File: src/rtl/pm_regpair_pkg.sv
package pm_regpair_pkg;
  localparam int REG_W     = 16;
  localparam int STS_BIT   = 15;
  localparam int EN_BIT    = 8;
  localparam int STATE_W   = 2;
  localparam int BYTE_W    = 8;
  localparam int NUM_BYTES = REG_W / BYTE_W;
  localparam logic [STATE_W-1:0] ST_D0 = 2'b00;
  localparam logic [STATE_W-1:0] ST_D3 = 2'b11;

  typedef struct packed {
    logic               stsClr;
    logic               enLoad;
    logic               enVal;
    logic               stateLoad;
    logic [STATE_W-1:0] stateVal;
    logic               softFire;
  } pmStrobe_t;
endpackage

File: src/rtl/pm_ctrl.sv
module pm_ctrl
  import pm_regpair_pkg::*;
#(
  parameter int ADDR_W = 8,
  parameter logic [ADDR_W-1:0] CSR_ADDR = 8'h48
) (
  input  logic                 clk,
  input  logic                 coldRstN,
  input  logic                 cfgWr,
  input  logic [ADDR_W-1:0]    cfgAddr,
  input  logic [NUM_BYTES-1:0] cfgByteEn,
  input  logic [REG_W-1:0]     cfgWrData,
  input  logic [STATE_W-1:0]   curState,
  output pmStrobe_t            strb
);
  logic csrHit;
  logic hiWr;
  logic loWr;
  logic unusedData;

  assign csrHit = cfgWr && (cfgAddr == CSR_ADDR);
  assign hiWr   = csrHit && cfgByteEn[1];
  assign loWr   = csrHit && cfgByteEn[0];
  assign unusedData = ^cfgWrData;

  always_comb begin
    strb           = '0;
    strb.stsClr    = hiWr && cfgWrData[STS_BIT];
    strb.enLoad    = hiWr;
    strb.enVal     = cfgWrData[EN_BIT];
    strb.stateLoad = loWr;
    strb.stateVal  = cfgWrData[STATE_W-1:0];
    strb.softFire  = loWr && (curState == ST_D3) && (cfgWrData[STATE_W-1:0] == ST_D0);
  end

  AST_STROBE_NEEDS_WRITE: assert property (@(posedge clk) disable iff (!coldRstN)
    (strb.stsClr || strb.enLoad || strb.stateLoad) |-> cfgWr);
  AST_FIRE_FROM_D3: assert property (@(posedge clk) disable iff (!coldRstN)
    strb.softFire |-> (curState == ST_D3) && strb.stateLoad);
endmodule

File: src/rtl/pm_datapath.sv
module pm_datapath
  import pm_regpair_pkg::*;
#(
  parameter int ADDR_W = 8,
  parameter logic [ADDR_W-1:0] CSR_ADDR = 8'h48,
  parameter logic [ADDR_W-1:0] EXT_ADDR = 8'h4A
) (
  input  logic               clk,
  input  logic               coldRstN,
  input  logic               softRst,
  input  logic               wakeEvent,
  input  pmStrobe_t          strb,
  input  logic [ADDR_W-1:0]  cfgAddr,
  output logic [REG_W-1:0]   cfgRdData,
  output logic               pmeN,
  output logic [STATE_W-1:0] powerState,
  output logic               funcSoftRst
);
  logic               pmeSts;
  logic               pmeEn;
  logic [STATE_W-1:0] stateQ;
  logic               fireQ;
  logic [REG_W-1:0]   csrWord;
  logic [REG_W-1:0]   extWord;

  // Only the fundamental reset clears these; softRst is deliberately absent.
  always_ff @(posedge clk or negedge coldRstN) begin
    if (!coldRstN) begin
      pmeSts <= 1'b0;
      pmeEn  <= 1'b0;
      stateQ <= ST_D0;
      fireQ  <= 1'b0;
    end else begin
      pmeSts <= wakeEvent || (pmeSts && !strb.stsClr);
      if (strb.enLoad)    pmeEn  <= strb.enVal;
      if (strb.stateLoad) stateQ <= strb.stateVal;
      fireQ <= strb.softFire;
    end
  end

  always_comb begin
    csrWord          = '0;
    csrWord[STS_BIT] = pmeSts;
    csrWord[EN_BIT]  = pmeEn;
    csrWord[STATE_W-1:0] = stateQ;
  end

  generate
    for (genvar b = 0; b < NUM_BYTES; b++) begin : g_extByte
      assign extWord[b*BYTE_W +: BYTE_W] = '0;
    end
  endgenerate

  always_comb begin
    if (cfgAddr == CSR_ADDR)      cfgRdData = csrWord;
    else if (cfgAddr == EXT_ADDR) cfgRdData = extWord;
    else                          cfgRdData = '0;
  end

  assign pmeN        = !(pmeSts && pmeEn);
  assign powerState  = stateQ;
  assign funcSoftRst = fireQ;

  AST_WAKE_SETS: assert property (@(posedge clk) disable iff (!coldRstN)
    wakeEvent |=> pmeSts);
  AST_STS_STICKY: assert property (@(posedge clk) disable iff (!coldRstN)
    pmeSts && !strb.stsClr |=> pmeSts);
  AST_CLEAR_WORKS: assert property (@(posedge clk) disable iff (!coldRstN)
    strb.stsClr && !wakeEvent |=> pmeN);
  AST_PME_GATED: assert property (@(posedge clk) disable iff (!coldRstN)
    $fell(pmeN) |-> pmeEn && pmeSts);
  AST_SOFT_HOLDS_STATE: assert property (@(posedge clk) disable iff (!coldRstN)
    softRst && !strb.stateLoad |=> $stable(powerState));
  AST_PULSE_ONE_CYCLE: assert property (@(posedge clk) disable iff (!coldRstN)
    funcSoftRst |=> !funcSoftRst);
  AST_EXT_ZERO: assert property (@(posedge clk) disable iff (!coldRstN)
    (cfgAddr == EXT_ADDR) |-> (cfgRdData == '0));
endmodule

File: src/rtl/pm_regpair.sv
module pm_regpair
  import pm_regpair_pkg::*;
#(
  parameter int ADDR_W = 8,
  parameter logic [ADDR_W-1:0] CSR_ADDR = 8'h48,
  parameter logic [ADDR_W-1:0] EXT_ADDR = 8'h4A
) (
  input  logic        clk,
  input  logic        coldRstN,
  input  logic        softRst,
  input  logic        cfgWr,
  input  logic [7:0]  cfgAddr,
  input  logic [1:0]  cfgByteEn,
  input  logic [15:0] cfgWrData,
  output logic [15:0] cfgRdData,
  input  logic        wakeEvent,
  output logic        pmeN,
  output logic [1:0]  powerState,
  output logic        funcSoftRst
);
  pmStrobe_t strb;

  pm_ctrl #(.ADDR_W(ADDR_W), .CSR_ADDR(CSR_ADDR)) i_ctrl (
    .clk(clk), .coldRstN(coldRstN), .cfgWr(cfgWr), .cfgAddr(cfgAddr),
    .cfgByteEn(cfgByteEn), .cfgWrData(cfgWrData), .curState(powerState),
    .strb(strb)
  );

  pm_datapath #(.ADDR_W(ADDR_W), .CSR_ADDR(CSR_ADDR), .EXT_ADDR(EXT_ADDR)) i_dp (
    .clk(clk), .coldRstN(coldRstN), .softRst(softRst), .wakeEvent(wakeEvent),
    .strb(strb), .cfgAddr(cfgAddr), .cfgRdData(cfgRdData), .pmeN(pmeN),
    .powerState(powerState), .funcSoftRst(funcSoftRst)
  );
endmodule

File: config.mk
export PLATFORM = sky130hd
export DESIGN_NAME = pm_regpair
export DESIGN_NICKNAME = d
export VERILOG_FILES = /design/src/rtl/pm_regpair_pkg.sv /design/src/rtl/pm_ctrl.sv /design/src/rtl/pm_datapath.sv /design/src/rtl/pm_regpair.sv
export SDC_FILE = /design/constraint.sdc
export NUM_CORES = 1
export LEC_CHECK = 0
export ABC_AREA = 1
export BUFFER_PORTS_ARGS = -buffer_cell sky130_fd_sc_hd__buf_2
export CORE_AREA = 2 2 39 41
export DETAILED_ROUTE_END_ITERATION = 10
export DIE_AREA = 0 0 41 43
export HOLD_SLACK_MARGIN = 0.03
export PLACE_DENSITY = 0.76
export SYNTH_ARGS = -nofsm -noshare
export SYNTH_HDL_FRONTEND = slang
export SYNTH_SLANG_ARGS = --single-unit
File: constraint.sdc
create_clock -name clk -period 1.1 [get_ports clk]
set_input_delay 0.11 -clock clk [delete_from_list [all_inputs] [get_ports clk]]
set_output_delay 0.11 -clock clk [all_outputs]
set_load 0.02 [all_outputs]
==> reports/qor.yml <==
fp.coreArea_sq_um: 1380
crit_fanout: 4
drive_gt1_frac: 0.435
synthDistinctLibCells: 14
clock_skew_ps: 1.25
holdWs_ps: 44.0
grt_max_degree: 6
crit_chain: "inv_1 -> nor2_1 -> buf_2"
max_cap_viol_count: 0
dpl.hpwl_microns: 614
cts_buffers: 3
required_ps: 990
root_buffer: "clkbuf_4"
hold_path_class: "primary input to flip-flop"
slowest_delay_ps: 380
synth_warnings: 0
dieArea_sq_um: 1760
fmax_mhz: 976
finalWirelength_microns: 732
crit_arrival_ps: 910
start_util: 0.288
overflow: 0
synth_cells: 54
place_congestion: 0.614
mostFrequentLayoutCells: "buf_2 (23), conb_1 (12), inv_1 (11), nand2_1 (7)"
io_buffers: 25
vias: 378
ys_seq_area_frac: 0.314
die_x_microns: 41
grt_use_total: 0.101
synth-seq-cells: 5
cpLargestDelayFamily: "flip-flops"
p_leak_nw: 0.318
end_kind: "output pin"
clkLatencyLatePin_ps: 240
fp.dieH_microns: 43
outcome: "complete, no violations"
grt_pass1_wl_microns: 1120
vias_per_cell: 3.74
drt_first_pass_iters: 2
syn_avg_cell_area_sq_um: 7.37
cp_slowest_cell: "dfrtp_1"
period_needed_ps: 1020
clockBufferDepth: 2
fp-row-count: 14
power.density_nw_per_um2: 905
start_kind: "flip-flop"
remaining_drc_errors: 0
critPathBufInv: 2
syn_area_sq_um: 398
htreeDepth: 1
cts_tree: "yes"
seq_area_sq_um: 125
worstSetupPathType: "flip-flop to output pin"
layout_commonest_cell: "buf_2"
r2r-start: "i_dp.powerState[1]"
cts.sinks: 5
vdd_drop_max_mv: 0.409
grt_pass1_vias: 306
tns_ps: 0
crit_start: "i_dp.powerState[0]"
hp-start: "cfgWrData[0]"
fin_nets: 117
power_uw: 501
multi_input_area_sq_um: 185
fin_crit_sh: 0.932
fillers: 154
antenna_left: 0
final_hold_viol_count: 0
io_pins: 51
drt_iter0_markers: 1
num_antenna_cells: 0
maxSlewViolCount: 0
path_clk_slew_ps: 40
antenna_found_initial: 0
rsz0062_at_grt: "false"
wl_per_cell_microns: 7.25
setup_viol: 0
area_growth_pct: 39.0
[synthesized netlist by cell type]
cell     number  area, sq um
buf_4        12         90.1
inv_1        11         41.3
nand2_1       7         26.3
nor2_1        6         22.5
dfrtp_1       5          125
o21ai_1       3         15.0
nand3_1       2         10.0
nor2_2        2         12.5
conb_1        1         3.75
nand2_2       1         6.26
nand3_4       1         17.5
nand4_1       1         6.26
nor2_4        1         11.3
nor3_2        1         10.0
[final timing paths]
kind                                            to  slack [ps]  cells after the start
worst max register to register    i_dp.funcSoftRst         320                      3
max in group asynchronous              i_dp.pmeSts         750                      2
worst min register to register         i_dp.pmeSts         500                      2
worst min-delay path              i_dp.funcSoftRst          40                      2
worst max-delay path                  cfgRdData[0]          80                      3
min in group asynchronous       i_dp.powerState[1]         230                      2
[stage by stage]
| stage | cells | utilization | cell area (sq um) | setup slack, ps |
|---|---|---|---|---|
| after CTS | 99 | 0.383 | 531 | 53.1 |
| final | 101 | 0.400 | 553 | 75.1 |
| after detailed placement | 94 | 0.357 | 494 | 100 |
| after global placement | 94 | 0.357 | 494 | 115 |
| after floorplan | 65 | - | 439 | 166 |
| after global routing | 101 | 0.400 | 553 | 14.1 |
[report_power, final]
part / internal (mW) / switching [mW]
Sequential: 0.188 / 0.00252
Clock: 0.137 / 0.0704
Combinational: 0.0343 / 0.0687
Total: 0.359 / 0.142
[registers in the layout, summed over array words and instances (netlist names)]
signal / count
i_dp.powerState: 2
i_dp.pmeSts: 1
i_dp.pmeEn: 1
i_dp.funcSoftRst: 1
[cell families after synthesis]
family          after synthesis  synth area share
compound gates                3            0.0377
flops                         5             0.314
simple gates                 22             0.308
other cells                   1           0.00942
buf+inv                      23             0.330
[area by class of cell]
class / count / area share
multi-input cells: 37 / 0.335
repair buffers: 28 / 0.281
flip-flops and latches: 5 / 0.226
inverters: 11 / 0.0747
clock buffers: 4 / 0.0475
well taps: 16 / 0.0362
[metal layers]
metal / share of wire / up-vias / global-route usage
met5: 0 / - / 0
met4: 0.038 / 0 / 0.100
met3: 0.11 / 4 / 0.0524
met1: 0.33 / 156 / 0.0787
met2: 0.51 / 20 / 0.159
li1: - / 198 / -
[repair_timing]
| item | 4_1_cts | 5_1_grt |
|---|---|---|
| hold buffers | 1 | 0 |
| endpoints found under the setup margin | 0 | 4 |
| hold endpoints to repair | 5 | 0 |
| resized for setup | 0 | 3 |
| setup buffers | 0 | 2 |
Note: power is estimated with default switching activity, not from simulation.
